**config.mk**
```make
export PLATFORM = sky130hd
export DESIGN_NAME = flash_status_resp
export DESIGN_NICKNAME = d
export VERILOG_FILES = /design/src/rtl/fsr_pkg.sv /design/src/rtl/fsr_busy_timer.sv /design/src/rtl/fsr_toggle.sv /design/src/rtl/fsr_read_mux.sv /design/src/rtl/flash_status_resp.sv
export SDC_FILE = /design/constraint.sdc
export NUM_CORES = 1
export LEC_CHECK = 0
export CAP_MARGIN = 10
export CORE_ASPECT_RATIO = 0.9
export CORE_MARGIN = 3
export CORE_UTILIZATION = 40
export CTS_CLUSTER_SIZE = 40
export DETAILED_ROUTE_END_ITERATION = 8
export PLACE_DENSITY_LB_ADDON = 0.1
export SYNTH_ARGS = -nofsm -noshare
export SYNTH_HDL_FRONTEND = slang
export SYNTH_HIERARCHICAL = 1
export SYNTH_SLANG_ARGS = --single-unit
```
**constraint.sdc**
```tcl
create_clock -name clk -period 3.4 [get_ports clk]
set_input_delay 1.02 -clock clk [delete_from_list [all_inputs] [get_ports clk]]
set_output_delay 1.02 -clock clk [all_outputs]
set_load 0.05 [all_outputs]
```
**src/rtl/fsr_pkg.sv**
```systemverilog
package fsr_pkg;

    typedef enum logic [1:0] {
        OP_PROG = 2'd0,
        OP_SECT = 2'd1,
        OP_CHIP = 2'd2,
        OP_NONE = 2'd3
    } op_kind_t;

    localparam int unsigned BYTE_W   = 8;
    localparam int unsigned POLL_BIT = 7;
    localparam int unsigned TOG_BIT  = 6;

    localparam logic [BYTE_W-1:0] MAKER_CODE   = 8'hBF;
    localparam logic [BYTE_W-1:0] DEV_CODE_LOW = 8'hD4;

endpackage

```
**src/rtl/fsr_busy_timer.sv**
```systemverilog
module fsr_busy_timer
    import fsr_pkg::*;
#(
    parameter int unsigned PROG_CYC = 20,
    parameter int unsigned SECT_CYC = 100,
    parameter int unsigned CHIP_CYC = 400
) (
    input  logic     clk,
    input  logic     rst_n,
    input  logic     start,
    input  op_kind_t op,
    input  logic     wr_msb,
    output logic     busy,
    output logic     is_prog,
    output logic     prog_msb
);

    localparam int unsigned MAX_AB  = (PROG_CYC > SECT_CYC) ? PROG_CYC : SECT_CYC;
    localparam int unsigned MAX_CYC = (MAX_AB > CHIP_CYC) ? MAX_AB : CHIP_CYC;
    localparam int unsigned CNT_W   = $clog2(MAX_CYC + 1);

    typedef struct packed {
        logic [CNT_W-1:0] remain;
        logic             prog;
        logic             msb;
    } tmr_t;

    tmr_t tmr_d, tmr_q;
    logic [CNT_W-1:0] load_len;

    always_comb begin
        case (op)
            OP_PROG: load_len = CNT_W'(PROG_CYC);
            OP_SECT: load_len = CNT_W'(SECT_CYC);
            OP_CHIP: load_len = CNT_W'(CHIP_CYC);
            default: load_len = '0;
        endcase
    end

    always_comb begin
        tmr_d = tmr_q;
        if (tmr_q.remain != '0) begin
            tmr_d.remain = tmr_q.remain - CNT_W'(1);
        end else if (start && (op != OP_NONE)) begin
            tmr_d.remain = load_len;
            tmr_d.prog   = (op == OP_PROG);
            tmr_d.msb    = wr_msb;
        end
    end

    always_ff @(posedge clk) begin
        if (!rst_n) begin
            tmr_q <= '0;
        end else begin
            tmr_q <= tmr_d;
        end
    end

    assign busy     = (tmr_q.remain != '0);
    assign is_prog  = tmr_q.prog;
    assign prog_msb = tmr_q.msb;

endmodule

```
**src/rtl/fsr_toggle.sv**
```systemverilog
module fsr_toggle (
    input  logic clk,
    input  logic rst_n,
    input  logic advance,
    output logic phase
);

    typedef struct packed {
        logic ph;
    } tog_t;

    tog_t tog_d, tog_q;

    always_comb begin
        tog_d = tog_q;
        if (advance) begin
            tog_d.ph = ~tog_q.ph;
        end
    end

    always_ff @(posedge clk) begin
        if (!rst_n) begin
            tog_q <= '0;
        end else begin
            tog_q <= tog_d;
        end
    end

    assign phase = tog_q.ph;

endmodule

```
**src/rtl/fsr_read_mux.sv**
```systemverilog
module fsr_read_mux
    import fsr_pkg::*;
#(
    parameter int unsigned ADDR_W  = 19,
    parameter int unsigned DEV_SEL = 0
) (
    input  logic              clk,
    input  logic              rst_n,
    input  logic              rd_en,
    input  logic [ADDR_W-1:0] rd_addr,
    input  logic [BYTE_W-1:0] array_data,
    input  logic              id_mode,
    input  logic              busy,
    input  logic              is_prog,
    input  logic              prog_msb,
    input  logic              phase,
    output logic [BYTE_W-1:0] rd_data
);

    localparam logic [BYTE_W-1:0] DEV_CODE = DEV_CODE_LOW + BYTE_W'(DEV_SEL % 4);

    typedef struct packed {
        logic [BYTE_W-1:0] data;
    } out_t;

    out_t out_d, out_q;
    logic [BYTE_W-1:0] status_byte;
    logic [BYTE_W-1:0] idle_byte;
    logic              at_maker;
    logic              at_device;

    assign at_maker  = (rd_addr == ADDR_W'(0));
    assign at_device = (rd_addr == ADDR_W'(1));

    always_comb begin
        status_byte           = array_data;
        status_byte[POLL_BIT] = is_prog ? ~prog_msb : 1'b0;
        status_byte[TOG_BIT]  = phase;
    end

    always_comb begin
        if (id_mode && at_maker) begin
            idle_byte = MAKER_CODE;
        end else if (id_mode && at_device) begin
            idle_byte = DEV_CODE;
        end else begin
            idle_byte = array_data;
        end
    end

    always_comb begin
        out_d = out_q;
        if (rd_en) begin
            out_d.data = busy ? status_byte : idle_byte;
        end
    end

    always_ff @(posedge clk) begin
        if (!rst_n) begin
            out_q <= '0;
        end else begin
            out_q <= out_d;
        end
    end

    assign rd_data = out_q.data;

endmodule

```
**src/rtl/flash_status_resp.sv**
```systemverilog
module flash_status_resp
    import fsr_pkg::*;
#(
    parameter int unsigned ADDR_W   = 19,
    parameter int unsigned PROG_CYC = 20,
    parameter int unsigned SECT_CYC = 100,
    parameter int unsigned CHIP_CYC = 400,
    parameter int unsigned DEV_SEL  = 0
) (
    input  logic              clk,
    input  logic              rst_n,
    input  logic              wr_start,
    input  logic [1:0]        wr_op,
    input  logic [7:0]        wr_byte,
    input  logic              id_mode,
    input  logic              rd_en,
    input  logic [ADDR_W-1:0] rd_addr,
    input  logic [7:0]        array_data,
    output logic [7:0]        rd_data,
    output logic              busy
);

    logic st_busy;
    logic st_prog;
    logic st_msb;
    logic tog_phase;

    fsr_busy_timer #(
        .PROG_CYC (PROG_CYC),
        .SECT_CYC (SECT_CYC),
        .CHIP_CYC (CHIP_CYC)
    ) u_timer (
        .clk      (clk),
        .rst_n    (rst_n),
        .start    (wr_start),
        .op       (op_kind_t'(wr_op)),
        .wr_msb   (wr_byte[POLL_BIT]),
        .busy     (st_busy),
        .is_prog  (st_prog),
        .prog_msb (st_msb)
    );

    fsr_toggle u_toggle (
        .clk     (clk),
        .rst_n   (rst_n),
        .advance (rd_en && st_busy),
        .phase   (tog_phase)
    );

    fsr_read_mux #(
        .ADDR_W  (ADDR_W),
        .DEV_SEL (DEV_SEL)
    ) u_rmux (
        .clk        (clk),
        .rst_n      (rst_n),
        .rd_en      (rd_en),
        .rd_addr    (rd_addr),
        .array_data (array_data),
        .id_mode    (id_mode),
        .busy       (st_busy),
        .is_prog    (st_prog),
        .prog_msb   (st_msb),
        .phase      (tog_phase),
        .rd_data    (rd_data)
    );

    assign busy = st_busy;

endmodule

```
Yosys cells after proc, flatten, opt, wreduce, memory -nomap -nowiden
Cells that the tools add are included.
Widths: inputs -> output; s select.
{"block": "op_classes", "addsub": 1, "n_mux": 7, "eq_ne": 4, "reduce_logical": 9, "n_bitwise": 3}
{"cell": "$pmux 9 s3", "n": 1}
{"cell": "$mux 8", "n": 3}
{"cell": "$eq 19x1->1 const B", "n": 1}
{"cell": "$logic_not 19->1", "n": 1}
{"cell": "$mux 11", "n": 1}
{"cell": "$mux 9", "n": 1}
{"cell": "$reduce_bool 9->1", "n": 1}
{"cell": "$sub 9x1->9 const B", "n": 1}
{"cell": "$logic_and 1x1->1", "n": 4}
{"cell": "$not 1->1", "n": 3}
{"cell": "$eq 2x1->1 const B", "n": 1}
{"cell": "$eq 2x2->1 const B", "n": 1}
{"cell": "$logic_not 2->1", "n": 1}
{"cell": "$ne 2x2->1 const B", "n": 1}
{"cell": "$reduce_and 2->1", "n": 1}
{"cell": "$reduce_bool 2->1", "n": 1}
{"cell": "$mux 1", "n": 1}
{"block": "totals", "out_inout_bits": 9, "reg_bits": 20}

Depth between registers and ports, before layout
Gate-level depths: netlist of the first run.
{"block": "depth", "word_depth": 5, "depth_mapped": 10}

By module
Netlist of the first run, hierarchy kept.
{"mod": "fsr_busy_timer", "area_each_um2": 569.3, "seq_area_each_um2": 220.2, "n_inst": 1, "cells_per_inst": 64}
{"mod": "fsr_read_mux", "area_each_um2": 474.2, "seq_area_each_um2": 160.2, "n_inst": 1, "cells_per_inst": 58}
{"mod": "fsr_toggle", "area_each_um2": 35.0, "seq_area_each_um2": 20.0, "n_inst": 1, "cells_per_inst": 3}
{"mod": "flash_status_resp", "area_each_um2": 6.3, "seq_area_each_um2": 0.0, "n_inst": 1, "cells_per_inst": 1}

Least setup slack after synthesis of the first run
No wires, ideal clock.
{"block": "synth_path", "path_type": "register to register", "startpoint": "reg u_timer/tmr_q[5] in the netlist's numbering", "endpoint": "reg u_rmux.out_q, in the netlist u_rmux/rd_data[3]", "required_ns": 3.326, "arrival_ns": 2.516, "slack_ns": 0.809, "period_less_slack_ns": 2.591, "path_stages_with_launch": 8, "setup_ns": 0.074, "cell_sequence": "dfxtp_1 > or4_4 > nor4_4 > buf_6 > inv_1 > clkbuf_1 > or4_4 > a31oi_1"}
{"block": "synth_via", "elab_chain_len": 2}
{"item": "start, declared", "line_no": "fsr_busy_timer.sv:28", "rtl": "tmr_t tmr_d, tmr_q;"}
{"item": "start signal, assigned", "line_no": "fsr_busy_timer.sv:55", "rtl": "tmr_q <= tmr_d;"}
{"item": "$reduce_bool 9->1", "line_no": "fsr_busy_timer.sv:59", "rtl": "assign busy = (tmr_q.remain != '0);"}
{"item": "named net busy", "line_no": "flash_status_resp.sv:20", "rtl": "output logic busy"}
{"item": "$mux 8", "line_no": "fsr_read_mux.sv:54", "rtl": "out_d.data = busy ? status_byte : idle_byte;"}
{"item": "end signal, assigned", "line_no": "fsr_read_mux.sv:62", "rtl": "out_q <= out_d;"}
{"item": "end, declared", "line_no": "fsr_read_mux.sv:26", "rtl": "out_t out_d, out_q;"}
The timed path passes the listed nets, and every way through them passes these cells.
A chain may end at the register's enable or synchronous reset.

Worst setup path in the final report of the first run
{"block": "layout_path", "startpoint": "reg u_timer/tmr_q[5] in the netlist's numbering", "endpoint": "out busy"}
{"block": "layout_via", "elab_chain_len": 1}
{"item": "$reduce_bool 9->1", "line_no": "fsr_busy_timer.sv:59"}
{"item": "end, declared", "line_no": "flash_status_resp.sv:20"}
No other way between the ends.

==> results of run 1 <==
## worst max-delay path, delay by kind of cell, from the launching register on
family / cells / cell delay [ns]
buffers and inverters: 2 / 0.49
AND/OR/NAND/NOR: 2 / 0.81
flip-flops: 1 / 0.37
## power by group through the flow
stage,clock (mW),sequential (mW),combinational (mW)
floorplan,0,0.374,0.381
global placement,0,0.345,0.530
detailed placement,0,0.352,0.556
CTS,0.145,0.347,0.557
global route,0.157,0.357,0.611
finish,0.141,0.347,0.558
## logic make-up after synthesis
kind of cell,share of synthesized area (%)
AO/OA/AOI/OAI,21.0
flip-flops,36.9
XOR/XNOR,2.42
buffers and inverters,3.81
adder cells (fa/ha/maj),1.15
multiplexers,1.85
AND/OR/NAND/NOR,32.9
## cell usage in the layout (no fill, tap or decap), types with 3 or more instances in the layout
master           count
nor4_2               4
nand2_1              9
clkbuf_4             3
dfxtp_1             20
o31ai_1              4
nor2_1               8
inv_1                5
nand2b_1             6
a31oi_1              7
a21oi_1              5
nor3_1               3
nor4_1               3
buf_4                4
clkdlybuf4s50_1     42
o21ai_0             10
nand3_1              5
or3_1                3
## path summary, 6_finish.rpt
check / start / end / slack [ns]
min: u_timer/prog_msb$_SDFFE_PN0P_ / u_timer/prog_msb$_SDFFE_PN0P_ / 0.47
min reg2reg: u_timer/prog_msb$_SDFFE_PN0P_ / u_timer/prog_msb$_SDFFE_PN0P_ / 0.47
max: u_timer/tmr_q[5]$_SDFFE_PN0P_ / busy / 0.40
max reg2reg: u_timer/tmr_q[5]$_SDFFE_PN0P_ / u_rmux/rd_data[1]$_SDFFE_PN0P_ / 1.12
## registers in the layout, indices dropped and copies added, names as in the netlist
name and count:
u_timer/tmr_q 9, u_timer/prog_msb 1, u_rmux/rd_data 8, u_toggle/phase 1, u_timer/is_prog 1
## stage by stage
step,total power [mW],setup WS (ns),area (sq um)
after CTS,1.05,0.392,1590
final,1.05,0.397,1590
after global placement,0.875,0.660,1550
after detailed placement,0.908,0.619,1550
after floorplan,0.755,0.809,1080
after global routing,1.13,0.275,1590
## final cells by class
cell class / count / area (sq um)
repair buffers: 46 / 450
inverters: 6 / 22.5
flip-flops and latches: 20 / 400
multi-input cells: 97 / 643
fillers: 231 / 922
clock buffers: 4 / 36.3
well taps: 28 / 35.0
## per-layer routing
layer / up-vias / part of all wire [%] / track usage [%]
met4: 0 / 0.46 / 3.10
met5: - / 0 / 0
li1: 566 / - / -
met2: 24 / 52 / 29.8
met1: 561 / 44 / 24.3
met3: 2 / 4.1 / 4.91
## Yosys cell counts, drive strengths merged, types with 2 or more instances
cell type	number	area share (%)
a211oi	2	1.4
a21oi	5	2.3
a31oi	7	4.0
and2	2	1.2
clkbuf	2	0.69
dfxtp	20	37
inv	5	1.7
mux2i	2	1.8
nand2	9	3.1
nand2b	6	3.5
nand3	5	2.3
nand3b	2	1.4
nor2	8	2.8
nor3	3	1.4
nor3b	2	1.4
nor4	8	8.3
o21ai	10	4.6
o31ai	4	2.8
or2	2	1.2
or3	5	3.1
or4	3	2.8
xnor2	2	1.6
==> metrics.md, run 1 <==
| Metric | Value |
|---|---|
| Outcome | `finished, final reports clean` |
| Unrepaired setup endpoints after global routing | `no` |
| Fin Clk Skew | `0.00525 ns` |
| R2R cell count | `5` |
| Critical Path Start Type | `flop` |
| Synth-to-layout area growth | `46.4%` |
| Final setup fails | `0` |
| P per Cell Area | `659 nW/um^2` |
| Later-pin clock latency in the skew report | `0.30 ns` |
| Hold Crit Depth | `2` |
| Post-CTS setup buffers | `0` |
| Critical path required time | `2.38 ns` |
| Tmin final | `3.00 ns` |
| Pre-antenna DRT Iters | `4` |
| Leak | `0.556 nW` |
| Worst IR drop on VDD | `0.365 mV` |
| Critical Path AT | `1.98 ns` |
| Max-cap violation count | `0` |
| Clock power frac | `13.5%` |
| Final period utilization | `88.3%` |
| Post-CTS Resized | `0` |
| Flop pwr share | `33.1%` |
| Gr usage total | `18.3%` |
| Logic pwr share | `53.4%` |
| Die Wd | `60.9 um` |
| Initial antenna violation count | `0` |
| Vias in the first global route | `1084` |
| Clock root cell | `clkbuf_4` |
| Ys Warns | `6` |
| CP Class | `reg2out` |
| Synth unique cells | `38` |
| Fraction of layout cells with a size suffix above 1 | `12.1%` |
| Highest Clock Rate | `333 MHz` |
| Worst slew pin tran | `0.513 ns` |
| Vias | `1153` |
| Reg clk slew, reported paths | `0.12 ns` |
| Final Wtd Congestion | `0.712` |
| Max-slew headroom | `65.7%` |
| Part of the Yosys area used for sequential elements | `36.9%` |
| CTS tree | `done` |
| Nets | `217` |
| Worst path max stage delay | `0.57 ns` |
| H-tree depth | `1` |
| Die height | `55.4 um` |
| Largest net degree at the start of global routing | `18` |
| # IOs | `51` |
| DPL Wire Length | `2460 um` |
| Synth Register Bits | `20` |
| DR DRC count | `0` |
| Area of the die | `3370 sq um` |
| Crit end category | `primary output` |
| Post-synth EDFFs | `0` |
| Crit path cell chain | `or4_4 -> nor4_4 -> inv_1 -> buf_4` |
| Num CTS Buffers | `3` |
| Synth Cell Area | `1080 sq um` |
| GR Overflow Total | `0` |
| TritonCTS Sinks | `20` |
| Inserted Diodes | `0` |
| Hold Path Class | `reg2reg` |
| Core ar. | `2510 sq um` |
| Internal power | `0.613 mW` |
| Hold slack | `0.467 ns` |
| Initial Util | `43.2%` |
| Avg Inst Size Synth | `8.61 sq um` |
| Drt total wl | `3030 um` |
| Switch share | `41.4%` |
| Via/cell ratio | `5.74` |
| Core Rows | `17` |
| Post-synth top flop | `dfxtp_1` |
| Number of nets with antenna violations after routing | `0` |
| Final core occ | `63.3%` |
| Switch Pwr | `0.433 mW` |
| Post-synth ARST share | `0%` |
| Placed cells | `197` |
| Global-route wire length before repair | `4790 um` |
| Count of final hold-check violations | `0` |
| Setup_tns | `0 ns` |
| Syn nets | `169` |
| Max Fanout on Critical Path | `13` |
| Bufs on Longest Clock Path | `2` |
| Non-Filler Instances | `201` |
| Routed WL per cell | `15.1 um` |
| Initial DRC count | `37` |
| Max Slew Vio Count | `0` |
| Port bufs | `43` |
| Post-Syn Instances | `126` |
| Hold_buf cts | `0` |
| Slowest cell on crit path | `or4_4` |
(Power assumes the default switching activity.)
==> run 2, diff against run 1 <==
==> constraint.sdc (replaced) <==
create_clock -name clk -period 3.4 [get_ports clk]
set_input_delay 0.34 -clock clk [delete_from_list [all_inputs] [get_ports clk]]
set_output_delay 0.34 -clock clk [all_outputs]
set_load 0.05 [all_outputs]
==> run 2 against run 1 <==
Against the previous run:
- sequential share of layout area is 0.42 points higher
- total power is 3.7% lower
- clock skew is 0.0046 ns lower
- final area is 1.7% lower
- first-iteration DRC count is 54% lower
- count of clock-buffer cells in the layout is 1 lower
- hold slack better by 0.0061 ns
- sequential cell count stayed put
- register-to-register slack worse by 0.05 ns
- global-route usage is 0.21 points lower
- highest routed layer unchanged
==> metrics.md, run 2 (synthesized netlist as in run 1, its figures left out) <==
| Metric | Value |
|---|---|
| Outcome | `finished, final reports clean` |
| Unrepaired setup endpoints after global routing | `no` |
| Reg clk slew, reported paths | `0.10 ns` |
| Final period utilization | `82.2%` |
| Die height | `55.4 um` |
| Initial Util | `43.2%` |
| Tmin final | `2.80 ns` |
| Synth-to-layout area growth | `43.9%` |
| Hold_buf cts | `0` |
| Max-cap violation count | `0` |
| Internal power | `0.589 mW` |
| Max Slew Vio Count | `0` |
| Initial antenna violation count | `0` |
| Worst slew pin tran | `0.503 ns` |
| Post-CTS setup buffers | `0` |
| Bufs on Longest Clock Path | `2` |
| WL met2 | `1480 um` |
| Most common cell after layout, fill and taps aside | `clkdlybuf4s50_1` |
| Vias | `1105` |
| P per Cell Area | `645 nW/um^2` |
| Switch Pwr | `0.418 mW` |
| Critical path required time | `3.06 ns` |
| HP Start | `u_timer/prog_msb$_SDFFE_PN0P_` |
| Fraction of layout cells with a size suffix above 1 | `10.0%` |
| Cell family with most CP delay | `buffers and inverters` |
| Largest net degree at the start of global routing | `19` |
| Final setup fails | `0` |
| Core ar. | `2510 sq um` |
| Die Wd | `60.9 um` |
| GR Overflow Total | `0` |
| Metal3 WL | `104 um` |
| Count of final hold-check violations | `0` |
| Setup_tns | `0 ns` |
| Port bufs | `43` |
| DR DRC count | `0` |
| Clock power frac | `10.9%` |
| Inserted Diodes | `0` |
| Max-slew headroom | `66.3%` |
| Biggest register | `u_timer/tmr_q` |
| Critical Path AT | `2.46 ns` |
| Core Rows | `17` |
| Top routing layer used | `met4` |
| Final Wtd Congestion | `0.685` |
| Worst path max stage delay | `0.76 ns` |
| Post-CTS Resized | `0` |
| Area of the die | `3370 sq um` |
| Via/cell ratio | `5.58` |
| Drt total wl | `2890 um` |
| Worst IR drop on VDD | `0.360 mV` |
| Crit end category | `primary output` |
| Fin Clk Skew | `0.000662 ns` |
| Pre-antenna DRT Iters | `4` |
| Logic pwr share | `54.6%` |
| Clock root cell | `clkbuf_4` |
| Vias in the first global route | `1125` |
| Switch share | `41.5%` |
| Worst path buffer plus inverter count | `2` |
| Global-route wire length before repair | `4790 um` |
| Flop pwr share | `34.5%` |
| Num CTS Buffers | `3` |
| Worst Setup SP | `u_timer/tmr_q[5]$_SDFFE_PN0P_` |
| Gr usage total | `18.1%` |
| Hold Path Class | `reg2reg` |
| Leak | `0.539 nW` |
| CP Class | `reg2out` |
| R2R Path Start | `u_timer/tmr_q[5]$_SDFFE_PN0P_` |
| # IOs | `51` |
| Slowest cell on crit path | `clkdlybuf4s50_1` |
| Number of nets with antenna violations after routing | `0` |
| Routed WL per cell | `14.6 um` |
| CTS tree | `done` |
| Max Fanout on Critical Path | `13` |
| Hold slack | `0.473 ns` |
| H-tree depth | `1` |
| DPL Wire Length | `2340 um` |
| Critical Path Start Type | `flop` |
| TritonCTS Sinks | `20` |
| Highest Clock Rate | `358 MHz` |
| Crit path cell chain | `or4_4 -> nor4_4 -> inv_1 -> clkdlybuf4s50_1` |
| Max reg flops | `9` |
| Later-pin clock latency in the skew report | `0.29 ns` |
| DRT met1 WL | `1270 um` |
| Nets | `215` |
| Most frequent cells in the layout | `clkdlybuf4s50_1, dfxtp_1, o21ai_0, nand2_1, nor2_1` |
| Initial DRC count | `17` |
==> run 2: final cells by class <==
cell class                 count  area (sq um)
fill                         248           948
multi-input combinational     97           643
timing repair buffer          44           438
sequential                    20           400
tap                           28          35.0
clock buffer                   3          22.5
inverter                       6          22.5
==> run 2: final timing paths <==
path	endpoint	slack (ns)	cells after the start
max	busy	0.60	4
min	u_timer/prog_msb$_SDFFE_PN0P_	0.47	2
max reg2reg	u_rmux/rd_data[3]$_SDFFE_PN0P_	1.07	5
min reg2reg	u_timer/prog_msb$_SDFFE_PN0P_	0.47	2
==> run 2: layer usage <==
metal	vias up	GRT usage [%]
met4	0	6.50
li1	558	-
met2	18	28.9
met1	525	23.2
met5	-	0
met3	4	4.44
==> run 2: worst min-delay path, cell delays in order, from the launching register on <==
cell and delay, ns:
dfxtp_1 0.32, nand2_1 0.05, mux2i_1 0.06
==> run 2: power groups by stage <==
stage	Clock [mW]	Combinational [mW]	Sequential (mW)
floorplan	0	0.381	0.374
global placement	0	0.527	0.346
detailed placement	0	0.553	0.352
CTS	0.117	0.555	0.347
global route	0.124	0.613	0.355
finish	0.110	0.550	0.348
==> run 2: stage by stage <==
stage                     setup WS [ns]  utilization, %  std cells  power (mW)  instance area (sq um)
after global routing              0.471            62.2        198        1.09                   1560
after global placement            0.965            61.3        195       0.873                   1540
after detailed placement          0.930            61.3        195       0.905                   1540
after CTS                         0.575            62.2        198        1.02                   1560
after floorplan                   0.809               -        126       0.755                   1080
final                             0.604            62.2        198        1.01                   1560
